===== src/rtl/drl_pkg.sv =====
package drl_pkg;

  // request-side sequencing
  typedef enum logic [1:0] {
    C_IDLE,
    C_WAIT,
    C_RESP
  } ctl_e;

  // delayed-read buffer occupancy
  typedef enum logic [1:0] {
    B_FREE,
    B_WAITD,
    B_HELD,
    B_DRAIN
  } buf_e;

endpackage


===== src/rtl/drl_life_reg.sv =====
module drl_life_reg #(
  parameter int          LW       = 16,
  parameter int unsigned LIFE_RST = 32'h0000_8000
) (
  input  logic          clk,
  input  logic          rst_n,
  input  logic          we,
  input  logic [LW-1:0] wdata,
  output logic [LW-1:0] q
);

  always_ff @(posedge clk) begin
    if (!rst_n)  q <= LW'(LIFE_RST);
    else if (we) q <= wdata;
  end

endmodule


===== src/rtl/drl_window.sv =====
module drl_window #(
  parameter int DEADLINE = 16
) (
  input  logic clk,
  input  logic rst_n,
  input  logic start,
  input  logic run,
  output logic last
);

  localparam int CW = (DEADLINE > 1) ? $clog2(DEADLINE) : 1;

  logic [CW-1:0] cnt_q;

  assign last = run && (cnt_q == CW'(DEADLINE - 1));

  always_ff @(posedge clk) begin
    if (!rst_n)             cnt_q <= '0;
    else if (start)         cnt_q <= '0;
    else if (run && !last)  cnt_q <= cnt_q + CW'(1);
  end

endmodule


===== src/rtl/drl_hold_timer.sv =====
module drl_hold_timer #(
  parameter int LW = 16
) (
  input  logic          clk,
  input  logic          rst_n,
  input  logic          load,
  input  logic [LW-1:0] load_val,
  input  logic          run,
  output logic          zero,
  output logic [LW-1:0] value
);

  always_ff @(posedge clk) begin
    if (!rst_n)                    value <= '0;
    else if (load)                 value <= load_val;
    else if (run && value != '0)   value <= value - LW'(1);
  end

  assign zero = (value == '0);

endmodule


===== src/rtl/drl_fetch_port.sv =====
module drl_fetch_port #(
  parameter int AW = 32
) (
  input  logic          clk,
  input  logic          rst_n,
  input  logic          issue,
  input  logic [AW-1:0] addr,
  output logic          fch_valid,
  input  logic          fch_ready,
  output logic [AW-1:0] fch_addr
);

  always_ff @(posedge clk) begin
    if (!rst_n) begin
      fch_valid <= 1'b0;
      fch_addr  <= '0;
    end else if (issue) begin
      fch_valid <= 1'b1;
      fch_addr  <= addr;
    end else if (fch_ready) begin
      fch_valid <= 1'b0;
    end
  end

  p_fch_hold_r2: assert property (@(posedge clk) disable iff (!rst_n)
    fch_valid && !fch_ready |=> fch_valid && $stable(fch_addr));

endmodule


===== src/rtl/drl_delayed_read.sv =====
module drl_delayed_read
  import drl_pkg::*;
#(
  parameter int          AW       = 32,
  parameter int          DW       = 32,
  parameter int          LW       = 16,
  parameter int          DEADLINE = 16,
  parameter int unsigned LIFE_RST = 32'h0000_8000
) (
  input  logic          clk,
  input  logic          rst_n,
  input  logic          rq_valid,
  output logic          rq_ready,
  input  logic [AW-1:0] rq_addr,
  output logic          rsp_valid,
  input  logic          rsp_ready,
  output logic          rsp_retry,
  output logic [DW-1:0] rsp_data,
  output logic          fch_valid,
  input  logic          fch_ready,
  output logic [AW-1:0] fch_addr,
  input  logic          cpl_valid,
  input  logic [DW-1:0] cpl_data,
  input  logic          life_we,
  input  logic [LW-1:0] life_wdata,
  output logic [LW-1:0] life_q
);

  ctl_e          ctl_q;
  buf_e          buf_q;
  logic [AW-1:0] raddr_q;
  logic [AW-1:0] baddr_q;
  logic [DW-1:0] bdata_q;
  logic          rsp_valid_q;
  logic          rsp_retry_q;
  logic [DW-1:0] rsp_data_q;

  logic          accept;
  logic          hit;
  logic          issue;
  logic          win_last;
  logic          timeout;
  logic          timer_run;
  logic          timer_zero;
  logic          expire;
  logic [LW-1:0] timer_val;

  assign rq_ready  = (ctl_q == C_IDLE);
  assign rsp_valid = rsp_valid_q;
  assign rsp_retry = rsp_retry_q;
  assign rsp_data  = rsp_data_q;

  assign accept    = rq_valid && rq_ready;
  assign hit       = accept && (buf_q == B_HELD) && (rq_addr == baddr_q);
  assign issue     = accept && (buf_q == B_FREE);
  assign timeout   = (ctl_q == C_WAIT) && win_last && !cpl_valid;
  assign timer_run = (buf_q == B_WAITD) || (buf_q == B_HELD);
  assign expire    = timer_run && timer_zero;

  drl_life_reg #(.LW(LW), .LIFE_RST(LIFE_RST)) u_life (
    .clk   (clk),
    .rst_n (rst_n),
    .we    (life_we),
    .wdata (life_wdata),
    .q     (life_q)
  );

  drl_window #(.DEADLINE(DEADLINE)) u_win (
    .clk   (clk),
    .rst_n (rst_n),
    .start (issue),
    .run   (ctl_q == C_WAIT),
    .last  (win_last)
  );

  drl_hold_timer #(.LW(LW)) u_timer (
    .clk      (clk),
    .rst_n    (rst_n),
    .load     (timeout),
    .load_val (life_q),
    .run      (timer_run),
    .zero     (timer_zero),
    .value    (timer_val)
  );

  drl_fetch_port #(.AW(AW)) u_fetch (
    .clk       (clk),
    .rst_n     (rst_n),
    .issue     (issue),
    .addr      (rq_addr),
    .fch_valid (fch_valid),
    .fch_ready (fch_ready),
    .fch_addr  (fch_addr)
  );

  // request / response sequencing
  always_ff @(posedge clk) begin
    if (!rst_n) begin
      ctl_q       <= C_IDLE;
      raddr_q     <= '0;
      rsp_valid_q <= 1'b0;
      rsp_retry_q <= 1'b0;
      rsp_data_q  <= '0;
    end else begin
      case (ctl_q)
        C_IDLE: begin
          if (accept) begin
            raddr_q <= rq_addr;
            if (buf_q == B_FREE) begin
              ctl_q <= C_WAIT;
            end else begin
              ctl_q       <= C_RESP;
              rsp_valid_q <= 1'b1;
              rsp_retry_q <= !hit;
              rsp_data_q  <= hit ? bdata_q : '0;
            end
          end
        end
        C_WAIT: begin
          if (cpl_valid) begin
            ctl_q       <= C_RESP;
            rsp_valid_q <= 1'b1;
            rsp_retry_q <= 1'b0;
            rsp_data_q  <= cpl_data;
          end else if (win_last) begin
            ctl_q       <= C_RESP;
            rsp_valid_q <= 1'b1;
            rsp_retry_q <= 1'b1;
            rsp_data_q  <= '0;
          end
        end
        C_RESP: begin
          if (rsp_ready) begin
            ctl_q       <= C_IDLE;
            rsp_valid_q <= 1'b0;
          end
        end
        default: ctl_q <= C_IDLE;
      endcase
    end
  end

  // delayed-read buffer
  always_ff @(posedge clk) begin
    if (!rst_n) begin
      buf_q   <= B_FREE;
      baddr_q <= '0;
      bdata_q <= '0;
    end else begin
      case (buf_q)
        B_FREE: begin
          if (timeout) begin
            buf_q   <= B_WAITD;
            baddr_q <= raddr_q;
          end
        end
        B_WAITD: begin
          if (cpl_valid) begin
            buf_q   <= expire ? B_FREE : B_HELD;
            bdata_q <= cpl_data;
          end else if (expire) begin
            buf_q <= B_DRAIN;
          end
        end
        B_HELD: begin
          if (hit || expire) buf_q <= B_FREE;
        end
        B_DRAIN: begin
          if (cpl_valid) buf_q <= B_FREE;
        end
        default: buf_q <= B_FREE;
      endcase
    end
  end

  p_rsp_hold_r10: assert property (@(posedge clk) disable iff (!rst_n)
    rsp_valid && !rsp_ready |=> rsp_valid && $stable(rsp_retry) && $stable(rsp_data));

  p_busy_noaccept_r10: assert property (@(posedge clk) disable iff (!rst_n)
    rsp_valid |-> !rq_ready);

  p_timer_load_r4: assert property (@(posedge clk) disable iff (!rst_n)
    timeout |=> (timer_val == $past(life_q)) && rsp_valid && rsp_retry);

  p_hit_frees_r5: assert property (@(posedge clk) disable iff (!rst_n)
    hit |=> (buf_q == B_FREE) && rsp_valid && !rsp_retry);

  p_foreign_retry_r6: assert property (@(posedge clk) disable iff (!rst_n)
    accept && (buf_q != B_FREE) && !hit |=> rsp_valid && rsp_retry);

  p_expire_frees_r8: assert property (@(posedge clk) disable iff (!rst_n)
    (buf_q == B_HELD) && expire |=> (buf_q == B_FREE));

  p_drain_r9: assert property (@(posedge clk) disable iff (!rst_n)
    (buf_q == B_DRAIN) && !cpl_valid |=> (buf_q == B_DRAIN));

endmodule


===== config.mk =====
export PLATFORM = sky130hd
export DESIGN_NAME = drl_delayed_read
export DESIGN_NICKNAME = d
export VERILOG_FILES = /design/src/rtl/drl_pkg.sv /design/src/rtl/drl_life_reg.sv /design/src/rtl/drl_window.sv /design/src/rtl/drl_hold_timer.sv /design/src/rtl/drl_fetch_port.sv /design/src/rtl/drl_delayed_read.sv
export SDC_FILE = /design/constraint.sdc
export NUM_CORES = 1
export LEC_CHECK = 0
export ABC_AREA = 1
export BUFFER_PORTS_ARGS = -buffer_cell sky130_fd_sc_hd__buf_4
export CAP_MARGIN = 20
export CELL_PAD_IN_SITES_DETAIL_PLACEMENT = 0
export CELL_PAD_IN_SITES_GLOBAL_PLACEMENT = 1
export CORE_ASPECT_RATIO = 1.5
export CORE_MARGIN = 5
export CORE_UTILIZATION = 40
export CTS_BUF_LIST = sky130_fd_sc_hd__clkbuf_4 sky130_fd_sc_hd__clkbuf_8
export CTS_CLUSTER_DIAMETER = 100
export DETAILED_ROUTE_END_ITERATION = 8
export HOLD_SLACK_MARGIN = 0.03
export PLACE_DENSITY_LB_ADDON = 0.15
export SLEW_MARGIN = 20
export SYNTH_ARGS = -nofsm -noshare
export SYNTH_HDL_FRONTEND = slang
export SYNTH_HIERARCHICAL = 1
export SYNTH_SLANG_ARGS = --single-unit

===== constraint.sdc =====
create_clock -name clk -period 2.4 [get_ports clk]
set_input_delay 0 -clock clk [delete_from_list [all_inputs] [get_ports clk]]
set_output_delay 0 -clock clk [all_outputs]
set_load 0.02 [all_outputs]

==> results.sh, run 1 <==
export IMPL_rows=67
export IMPL_syn_mean_instance_area_sq_um=7.034
export IMPL_ys_seq_elements=203
export IMPL_cpMostUsedCell="sky130_fd_sc_hd__inv_1"
export IMPL_syn_nets=1396
export IMPL_h_tree_depth=2
export IMPL_cpPeakStageDelay_ps=550
export IMPL_grt_first_pass_wirelength_mm=45.31
export IMPL_crit_slowest_cell="sky130_fd_sc_hd__dlygate4sd3_1"
export IMPL_finalClockSkew_ps=18.29
export IMPL_fin_setup_tns_ps=0
export IMPL_synth_edff_count=0
export IMPL_hp_class="input pin to flip-flop"
export IMPL_dp_hpwl_mm=17.67
export IMPL_yosysTopAreaCell="sky130_fd_sc_hd__dfxtp_1"
export IMPL_cellPowerDensity_nw_per_um2=1070
export IMPL_worst_r2r_path_depth=8
export IMPL_yosys_cell_count_top_type="sky130_fd_sc_hd__nand2_1"
export IMPL_maxCapViolCount=0
export IMPL_dr_pass1_iters=4
export IMPL_cts_root_buf="sky130_fd_sc_hd__clkbuf_8"
export IMPL_power_leakage_nw=5.595
export IMPL_rsz0062_at_grt="false"
export IMPL_initial_core_util=0.4079
export IMPL_core_area_sq_um=22470
export IMPL_detail_route_vias_per_cell=4.900
export IMPL_cts_sink_count=203
export IMPL_post_synth_num_cell_types=41
export IMPL_route_vias_total=9178
export IMPL_detail_route_drc_violations=0
export IMPL_die_area_sq_um=26100
export IMPL_fin_nets=1669
export IMPL_pin_count=171
export IMPL_final_hold_viol_count=0
export IMPL_dpl_cell_count=1697
export IMPL_r2r_start="buf_q[0]"
export IMPL_antenna_violating_nets_post_route=0
export IMPL_first_iter_violations=469
export IMPL_worst_hold_slack_ps=280.4
export IMPL_total_track_usage=0.2069
export IMPL_syn_cell_area_sq_um=9165
export IMPL_chipWidth_um=133.6
export IMPL_global_route_overflow_total=0
export IMPL_multiInputGateArea_sq_um=4240
export IMPL_ys_async_sr_fraction=0
export IMPL_clock_tree_from_tritoncts="yes"
export IMPL_critical_path_required_ps=2840
export IMPL_drt_wl_total_mm=27.17
export IMPL_crit_fanout=34
export IMPL_synth_yosys_seq_area_share=0.4434
export IMPL_worst_skew_pair_late_latency_ps=520
export IMPL_peakVddDrop_mv=0.7315
export IMPL_path_clk_slew_ps=60
export IMPL_final_instance_count_excl_fill=1873
export IMPL_finalCritPeriodShare=0.9085
export IMPL_final_period_minus_worst_setup_slack_ps=2180
export IMPL_synth_cells=1303
export IMPL_setup_viol=0
export IMPL_post_dp_cell_area_sq_um=10550
export IMPL_yosys_warnings=6
export IMPL_gpl_final_weighted_congestion=0.8235
export IMPL_initial_antenna_violation_count=0
export IMPL_slew_headroom=0.6319
export IMPL_status="finished, final reports clean"
export IMPL_hold_path_endpoint="u_fetch/fch_addr[28]"
export IMPL_routed_length_per_instance_um=14.51
export IMPL_timing_critical_path_buf_inv=4
export IMPL_die_height_um=195.4
export IMPL_syn_to_final_growth_pct=36.27
export IMPL_max_fclk_mhz=458.6
export IMPL_cp_top_family="buffers and inverters"
export IMPL_crit_path_cell_trace="inv_1 -> ha_2 -> inv_1 -> nor2_2 -> buf_8 -> o21ai_0 -> nor2_1 -> dlygate4sd3_1"
export IMPL_worst_r2r_endpoint="u_fetch/fch_addr[29]"
export IMPL_worstSetupStartpointType="flip-flop"
export IMPL_synth_top_cell_area_share=0.4434
export IMPL_report_power_total_mw=13.36
export IMPL_antenna_diode_count=0
export IMPL_setup_crit_path_kind="flip-flop to flip-flop"
export IMPL_numCtsBuffers=34
export IMPL_arrival_time_reported_for_the_critical_path_endpoint_ps=2620
export IMPL_pin_count_of_the_biggest_net_entering_global_routing=58
export IMPL_fillers=2209
export IMPL_worst_pin_slew_ps=552.2
export IMPL_whs_path_depth=4
export IMPL_synth_area_leaders="sky130_fd_sc_hd__dfxtp_1 44%, sky130_fd_sc_hd__nand2_1 11%, sky130_fd_sc_hd__a21oi_1 9.1%, sky130_fd_sc_hd__nor2_1 8.3%, sky130_fd_sc_hd__o21ai_0 6.7%"
export IMPL_netlist_top_cells_count="263 x sky130_fd_sc_hd__nand2_1, 203 x sky130_fd_sc_hd__dfxtp_1, 202 x sky130_fd_sc_hd__nor2_1, 166 x sky130_fd_sc_hd__a21oi_1, 123 x sky130_fd_sc_hd__o21ai_0"
export IMPL_port_buffer_cells=170
export IMPL_ff_latch_area_sq_um=4064
export IMPL_end_kind="flip-flop"
export IMPL_design_area_sq_um=12490
export IMPL_slew_violations=0
export IMPL_timing_reg2reg_setup_slack_ps=220
export IMPL_grt_pass1_vias=9042
export IMPL_ys_dominant_reg_cell="sky130_fd_sc_hd__dfxtp_1"
export IMPL_hold_start="rq_addr[28]"
export IMPL_post_route_cells_drive_above_1_share=0.1797
export IMPL_clock_tree_buffer_depth=3
export IMPL_cp_depth=8
[kinds of logic after synthesis]
group | Yosys count | synth area share
DFF | 203 | 0.4434
and+or+nand+nor | 576 | 0.2691
xor gates and xnor gates | 8 | 0.007645
AOI/OAI and AO/OA | 317 | 0.1757
adders and majority gates | 6 | 0.008191
buffers and inverters | 193 | 0.09597
[cells in the final DEF (no fill, tap or decap), types with 2 or more instances in the layout]
cell,n
sky130_fd_sc_hd__inv_4,4
sky130_fd_sc_hd__nand3_1,37
sky130_fd_sc_hd__nand3_2,3
sky130_fd_sc_hd__nor2_2,8
sky130_fd_sc_hd__nor2_4,4
sky130_fd_sc_hd__buf_12,2
sky130_fd_sc_hd__o211ai_1,3
sky130_fd_sc_hd__nor2_1,200
sky130_fd_sc_hd__xor2_1,2
sky130_fd_sc_hd__clkinvlp_4,3
sky130_fd_sc_hd__o21bai_1,2
sky130_fd_sc_hd__inv_2,6
sky130_fd_sc_hd__inv_1,112
sky130_fd_sc_hd__o21ai_1,20
sky130_fd_sc_hd__clkbuf_4,7
sky130_fd_sc_hd__nand2_1,263
sky130_fd_sc_hd__nor3_1,2
sky130_fd_sc_hd__clkbuf_8,45
sky130_fd_sc_hd__o21ai_0,122
sky130_fd_sc_hd__dfxtp_1,203
sky130_fd_sc_hd__xnor2_1,6
sky130_fd_sc_hd__a21oi_1,166
sky130_fd_sc_hd__nand4_1,41
sky130_fd_sc_hd__buf_4,184
sky130_fd_sc_hd__dlygate4sd3_1,119
sky130_fd_sc_hd__nand2_4,4
sky130_fd_sc_hd__ha_1,5
sky130_fd_sc_hd__nor3_2,2
sky130_fd_sc_hd__and2_1,2
sky130_fd_sc_hd__nand2_2,5
[worst min-delay path: stages]
cell and delay (ps):
sky130_fd_sc_hd__dlygate4sd3_1 530, sky130_fd_sc_hd__buf_4 110, sky130_fd_sc_hd__nor2_1 40, sky130_fd_sc_hd__nor2_1 80
[power breakdown]
part | total, mW | internal (mW) | switching, mW
Combinational | 5.37 | 2.01 | 3.36
Clock | 3.29 | 1.89 | 1.40
Sequential | 4.70 | 4.21 | 0.494
[how the worst max path moves through the flow]
stage	startpoint	to	slack, ps
2_1_floorplan	u_win/cnt_q[0]	u_timer/value[7]	430
3_3_place_gp	u_timer/value[0]	buf_q[0]	110
3_5_place_dp	u_timer/value[0]	buf_q[0]	70
4_1_cts	buf_q[0]	u_fetch/fch_addr[29]	20
5_1_grt	u_timer/value[0]	buf_q[1]	10
6_report	buf_q[0]	u_fetch/fch_addr[29]	220
[final cells by class]
| class | count | area share |
|---|---|---|
| Clock buffer | 52 | 0.05380 |
| Clock inverter | 5 | 0.004608 |
| Inverter | 123 | 0.03777 |
| Multi-Input combinational cell | 907 | 0.3395 |
| Sequential cell | 203 | 0.3254 |
| Tap cell | 276 | 0.02765 |
| Timing Repair Buffer | 307 | 0.2113 |
[metal layers]
metal | vias up | GRT usage | wire length (um)
met4 | 0 | 0.05833 | 601
met1 | 4102 | 0.2608 | 12170
li1 | 4768 | - | -
met3 | 48 | 0.04222 | 1615
met2 | 260 | 0.3580 | 12790
met5 | - | 0 | 0
[sequential cells by signal, indices dropped and copies added (netlist names)]
register,cells
rsp_retry,1
rsp_data,32
u_win/cnt_q,4
buf_q,2
bdata_q,32
u_fetch/fch_valid,1
ctl_q,2
raddr_q,32
u_timer/value,16
u_fetch/fch_addr,32
u_life/q,16
rsp_valid,1
baddr_q,32
[metrics by stage]
step                      setup slack [ps]    util
final                                219.7  0.5559
after global routing                 11.98  0.5559
after CTS                            23.32  0.5549
after detailed placement             72.77  0.4694
after global placement               109.7  0.4694
after floorplan                      429.9       -
[what timing repair did]
action / in CTS / in global routing
hold endpoints to repair: 159 / 0
setup buffers: 0 / 0
gates resized for setup: 0 / 8
setup endpoints to repair: 0 / 9
hold buffers: 119 / 0
(Power assumes the default switching activity.)
==> inputs of run 2 (changes only) <==
==> constraint.sdc (replaced) <==
create_clock -name clk -period 2.3 [get_ports clk]
set_input_delay 0 -clock clk [delete_from_list [all_inputs] [get_ports clk]]
set_output_delay 0 -clock clk [all_outputs]
set_load 0.02 [all_outputs]
==> results.sh, run 2 (same netlist as run 1, synthesis figures left out) <==
export IMPL_antenna_violating_nets_post_route=0
export IMPL_first_iter_violations=456
export IMPL_p_int_mw=8.619
export IMPL_port_buffer_cells=170
export IMPL_critical_path_required_ps=2700
export IMPL_r2r_start="ctl_q[1]"
export IMPL_share_comb_of_total_power=0.406
export IMPL_power_switching_share=0.3915
export IMPL_multiInputGateArea_sq_um=4243
export IMPL_detail_route_drc_violations=0
export IMPL_finalCritPeriodShare=0.8947
export IMPL_drt_wl_total_mm=27.53
export IMPL_clock_tree_buffer_depth=3
export IMPL_final_period_minus_worst_setup_slack_ps=2058
export IMPL_cts_sink_count=203
export IMPL_worst_pin_slew_ps=558.7
export IMPL_syn_to_final_growth_pct=37.41
export IMPL_gpl_final_weighted_congestion=0.7787
export IMPL_routed_length_per_instance_um=14.61
export IMPL_layout_cells_most_common_list="263 x sky130_fd_sc_hd__nand2_1, 203 x sky130_fd_sc_hd__dfxtp_1, 200 x sky130_fd_sc_hd__nor2_1"
export IMPL_initial_antenna_violation_count=0
export IMPL_crit_fanout=17
export IMPL_pin_count_of_the_biggest_net_entering_global_routing=72
export IMPL_die_area_sq_um=26100
export IMPL_layout_cells_most_common="sky130_fd_sc_hd__nand2_1"
export IMPL_finalClockSkew_ps=24.37
export IMPL_p_sw_mw=5.546
export IMPL_peakVddDrop_mv=0.8821
export IMPL_setup_viol=0
export IMPL_route_vias_total=9228
export IMPL_maxCapViolCount=0
export IMPL_cts_root_buf="sky130_fd_sc_hd__clkbuf_8"
export IMPL_dp_hpwl_mm=18.12
export IMPL_hold_start="rq_addr[5]"
export IMPL_power_leakage_nw=5.665
export IMPL_grt_first_pass_wirelength_mm=46.26
export IMPL_global_route_overflow_total=0
export IMPL_worstSetupStartpointType="flip-flop"
export IMPL_h_tree_depth=2
export IMPL_slew_headroom=0.6275
export IMPL_chipWidth_um=133.6
export IMPL_rsz0062_at_grt="false"
export IMPL_hp_class="input pin to flip-flop"
export IMPL_path_clk_slew_ps=60
export IMPL_status="finished, final reports clean"
export IMPL_fin_nets=1677
export IMPL_final_hold_viol_count=0
export IMPL_detail_route_vias_per_cell=4.898
export IMPL_arrival_time_reported_for_the_critical_path_endpoint_ps=2460
export IMPL_antenna_diode_count=0
export IMPL_setup_worst_path_start="ctl_q[1]"
export IMPL_numCtsBuffers=34
export IMPL_rows=67
export IMPL_fillers=2197
export IMPL_slew_violations=0
export IMPL_core_area_sq_um=22470
export IMPL_clock_power_share=0.247
export IMPL_setup_crit_path_kind="flip-flop to flip-flop"
export IMPL_max_fclk_mhz=486.0
export IMPL_post_cts_setup_buffer_count=0
export IMPL_pin_count=171
export IMPL_cellPowerDensity_nw_per_um2=1125
export IMPL_grt_pass1_vias=9373
export IMPL_final_core_util=0.5605
export IMPL_fin_setup_tns_ps=0
export IMPL_power_sequential_fraction=0.347
export IMPL_die_height_um=195.4
export IMPL_ff_latch_area_sq_um=4064
export IMPL_dr_pass1_iters=5
export IMPL_worst_skew_pair_late_latency_ps=520
export IMPL_initial_core_util=0.4079
export IMPL_clock_tree_from_tritoncts="yes"
export IMPL_post_route_cells_drive_above_1_share=0.1822
export IMPL_end_kind="flip-flop"
export IMPL_total_track_usage=0.2090
run 2: worst paths after layout:
path                     endpoint  cells after the start  slack, ps
max          u_fetch/fch_addr[31]                     10        240
min           u_fetch/fch_addr[5]                      4        280
max reg2reg  u_fetch/fch_addr[31]                     10        240
min reg2reg           baddr_q[16]                      2        460
run 2: final cells by class:
class	count	area share
tap	276	0.02742
inverter	123	0.03815
clock inverter	7	0.006955
multi-input combinational	907	0.3369
clock buffer	53	0.05147
sequential	203	0.3227
timing repair buffer	315	0.2164
run 2: through the flow:
stage / power [mW] / hold WS [ps] / instance area (sq um) / setup slack [ps] / cells
2_1_floorplan: 8.650 / 126.3 / 9165 / 329.9 / 1303
3_3_place_gp: 10.44 / 216.8 / 10590 / 213.6 / 1700
3_5_place_dp: 10.48 / 220.1 / 10590 / 134.5 / 1700
4_1_cts: 14.28 / 248.8 / 12570 / 115.2 / 1884
5_1_grt: 15.30 / 273.6 / 12590 / 12.83 / 1884
6_report: 14.17 / 279.2 / 12590 / 242.3 / 1884
run 2: power by group through the flow:
stage                     Clock, mW  Combinational (mW)  Sequential, mW
after floorplan                   0                3.18            5.47
after global placement            0                5.46            4.98
after detailed placement          0                5.51            4.97
after CTS                      3.62                5.75            4.92
after global routing           3.78                6.49            5.03
final                          3.50                5.75            4.92
run 2: per-layer routing:
layer | up-vias | GRT usage | share of wire
met2 | 233 | 0.3632 | 0.48
li1 | 4784 | - | -
met4 | 0 | 0.05871 | 0.020
met1 | 4172 | 0.2616 | 0.44
met5 | - | 0 | 0
met3 | 39 | 0.04377 | 0.058
run 2: timing repair:
| action | 4_1_cts | 5_1_grt |
|---|---|---|
| hold buffers | 124 | 0 |
| gates resized for setup | 0 | 7 |
| setup endpoints to repair | 0 | 33 |
| endpoints found under the hold margin | 170 | 0 |
run 2: worst max-delay path, cell delays in order (launching register included):
cell,delay (ps)
sky130_fd_sc_hd__dfxtp_1,320
sky130_fd_sc_hd__inv_4,100
sky130_fd_sc_hd__nand2_4,90
sky130_fd_sc_hd__nor2_8,130
sky130_fd_sc_hd__inv_4,90
sky130_fd_sc_hd__nor2_2,190
sky130_fd_sc_hd__inv_4,150
sky130_fd_sc_hd__buf_12,180
sky130_fd_sc_hd__nor2_1,90
sky130_fd_sc_hd__nor2_1,60
sky130_fd_sc_hd__dlygate4sd3_1,560
==> inputs of run 3 (changes only) <==
==> constraint.sdc (replaced) <==
create_clock -name clk -period 2 [get_ports clk]
set_input_delay 0 -clock clk [delete_from_list [all_inputs] [get_ports clk]]
set_output_delay 0 -clock clk [all_outputs]
set_load 0.02 [all_outputs]
==> results.sh, run 3 (same netlist as run 1, synthesis figures left out) <==
export IMPL_status="finished, final reports clean"
export IMPL_pre_cts_slack_ps=85.42
export IMPL_clock_tree_from_tritoncts="yes"
export IMPL_crit_slowest_cell="sky130_fd_sc_hd__dfxtp_1"
export IMPL_maxCapViolCount=0
export IMPL_die_height_um=195.4
export IMPL_cts_sink_count=203
export IMPL_port_buffer_cells=170
export IMPL_layout_cells_most_common_list="262 x sky130_fd_sc_hd__nand2_1, 203 x sky130_fd_sc_hd__dfxtp_1, 199 x sky130_fd_sc_hd__nor2_1"
export IMPL_initial_core_util=0.4079
export IMPL_crit_path_cell_trace="inv_1 -> ha_4 -> nand2_4 -> nor2_4 -> nand2_2 -> nor4_4 -> nand2_1 -> a21oi_1 -> o22a_1 -> nand3_1 -> nand2_1 -> nor2_1"
export IMPL_final_instance_count_excl_fill=1885
export IMPL_pin_count_of_the_biggest_net_entering_global_routing=85
export IMPL_peakVddDrop_mv=0.8477
export IMPL_route_vias_total=9223
export IMPL_initial_antenna_violation_count=0
export IMPL_pin_count=171
export IMPL_multiInputGateArea_sq_um=4277
export IMPL_final_period_minus_worst_setup_slack_ps=1853
export IMPL_worstSetupStartpointType="flip-flop"
export IMPL_antenna_diode_count=0
export IMPL_rows=67
export IMPL_path_clk_slew_ps=60
export IMPL_timing_final_ws_setup_ps=146.7
export IMPL_drt_wl_total_mm=27.64
export IMPL_grt_pass1_vias=9231
export IMPL_layout_cells_most_common="sky130_fd_sc_hd__nand2_1"
export IMPL_setup_viol=0
export IMPL_worst_hold_slack_ps=273.5
export IMPL_cpMostUsedCell="sky130_fd_sc_hd__nand2_1"
export IMPL_cpPeakStageDelay_ps=320
export IMPL_dp_hpwl_mm=18.12
export IMPL_worst_pin_slew_ps=630.5
export IMPL_ff_latch_area_sq_um=4064
export IMPL_syn_to_final_growth_pct=37.94
export IMPL_cellPowerDensity_nw_per_um2=1289
export IMPL_fin_nets=1680
export IMPL_fin_setup_tns_ps=0
export IMPL_design_area_sq_um=12640
export IMPL_slew_headroom=0.5790
export IMPL_total_track_usage=0.2067
export IMPL_dr_pass1_iters=5
export IMPL_final_hold_viol_count=0
export IMPL_grt_first_pass_wirelength_mm=45.29
export IMPL_hp_class="input pin to flip-flop"
export IMPL_h_tree_depth=2
export IMPL_end_kind="flip-flop"
export IMPL_clock_tree_buffer_depth=3
export IMPL_setup_crit_path_kind="flip-flop to flip-flop"
export IMPL_finalCritPeriodShare=0.9267
export IMPL_power_leakage_nw=5.670
export IMPL_final_core_util=0.5627
export IMPL_critical_path_required_ps=2410
export IMPL_post_dp_cell_area_sq_um=10680
export IMPL_chipWidth_um=133.6
export IMPL_detail_route_vias_per_cell=4.893
export IMPL_core_area_sq_um=22470
export IMPL_gpl_final_weighted_congestion=0.7859
export IMPL_antenna_violating_nets_post_route=0
export IMPL_die_area_sq_um=26100
export IMPL_fillers=2203
export IMPL_worst_skew_pair_late_latency_ps=530
export IMPL_arrival_time_reported_for_the_critical_path_endpoint_ps=2270
export IMPL_report_power_total_mw=16.29
export IMPL_crit_fanout=5
export IMPL_cts_root_buf="sky130_fd_sc_hd__clkbuf_8"
export IMPL_finalClockSkew_ps=13.64
export IMPL_rsz0062_at_grt="true"
export IMPL_dpl_cell_count=1708
export IMPL_routed_length_per_instance_um=14.66
export IMPL_post_route_cells_drive_above_1_share=0.1889
export IMPL_max_fclk_mhz=539.6
export IMPL_slew_violations=0
export IMPL_numCtsBuffers=34
export IMPL_detail_route_drc_violations=0
export IMPL_global_route_overflow_total=0
export IMPL_first_iter_violations=434
## run 3: where the power goes
group	internal, mW	total, mW	switching, mW
Combinational	2.59	6.74	4.16
Clock	2.18	3.89	1.71
Sequential	5.05	5.65	0.601
Total	9.82	16.3	6.47
## run 3: path summary, 6_finish.rpt
path / startpoint / to / slack, ps / depth (start not counted)
hold / removal: rq_addr[28] / u_fetch/fch_addr[28] / 270 / 4
setup reg to reg: u_timer/value[0] / buf_q[0] / 150 / 12
setup / recovery: u_timer/value[0] / buf_q[0] / 150 / 12
hold reg to reg: baddr_q[16] / baddr_q[16] / 460 / 2
## run 3: critical path: cells and delay by family (launching register included)
kind            cells  cell delay, ps
flops               1             320
compound gates      2             330
simple gates        8             800
fa+ha+maj           1             180
buf+inv             1             120
## run 3: metal layers
metal / wire length (um) / global-route usage
met4: 553 / 0.05642
met2: 13180 / 0.3642
met5: 0 / 0
met3: 1450 / 0.04068
met1: 12460 / 0.2566
## run 3: area by class of cell
type                       instances  share of cell area
tap                              276             0.02732
inverter                         123             0.03761
clock inverter                     8            0.005839
timing repair buffer             318              0.2190
clock buffer                      50             0.05048
multi-input combinational        907              0.3383
sequential                       203              0.3215
## run 3: what timing repair did
action                                  in CTS  in global routing
endpoints found under the setup margin       0                 73
gates resized for setup                      0                 20
hold buffers                               118                  0
hold endpoints to repair                   168                  0
setup buffers                                0                  1
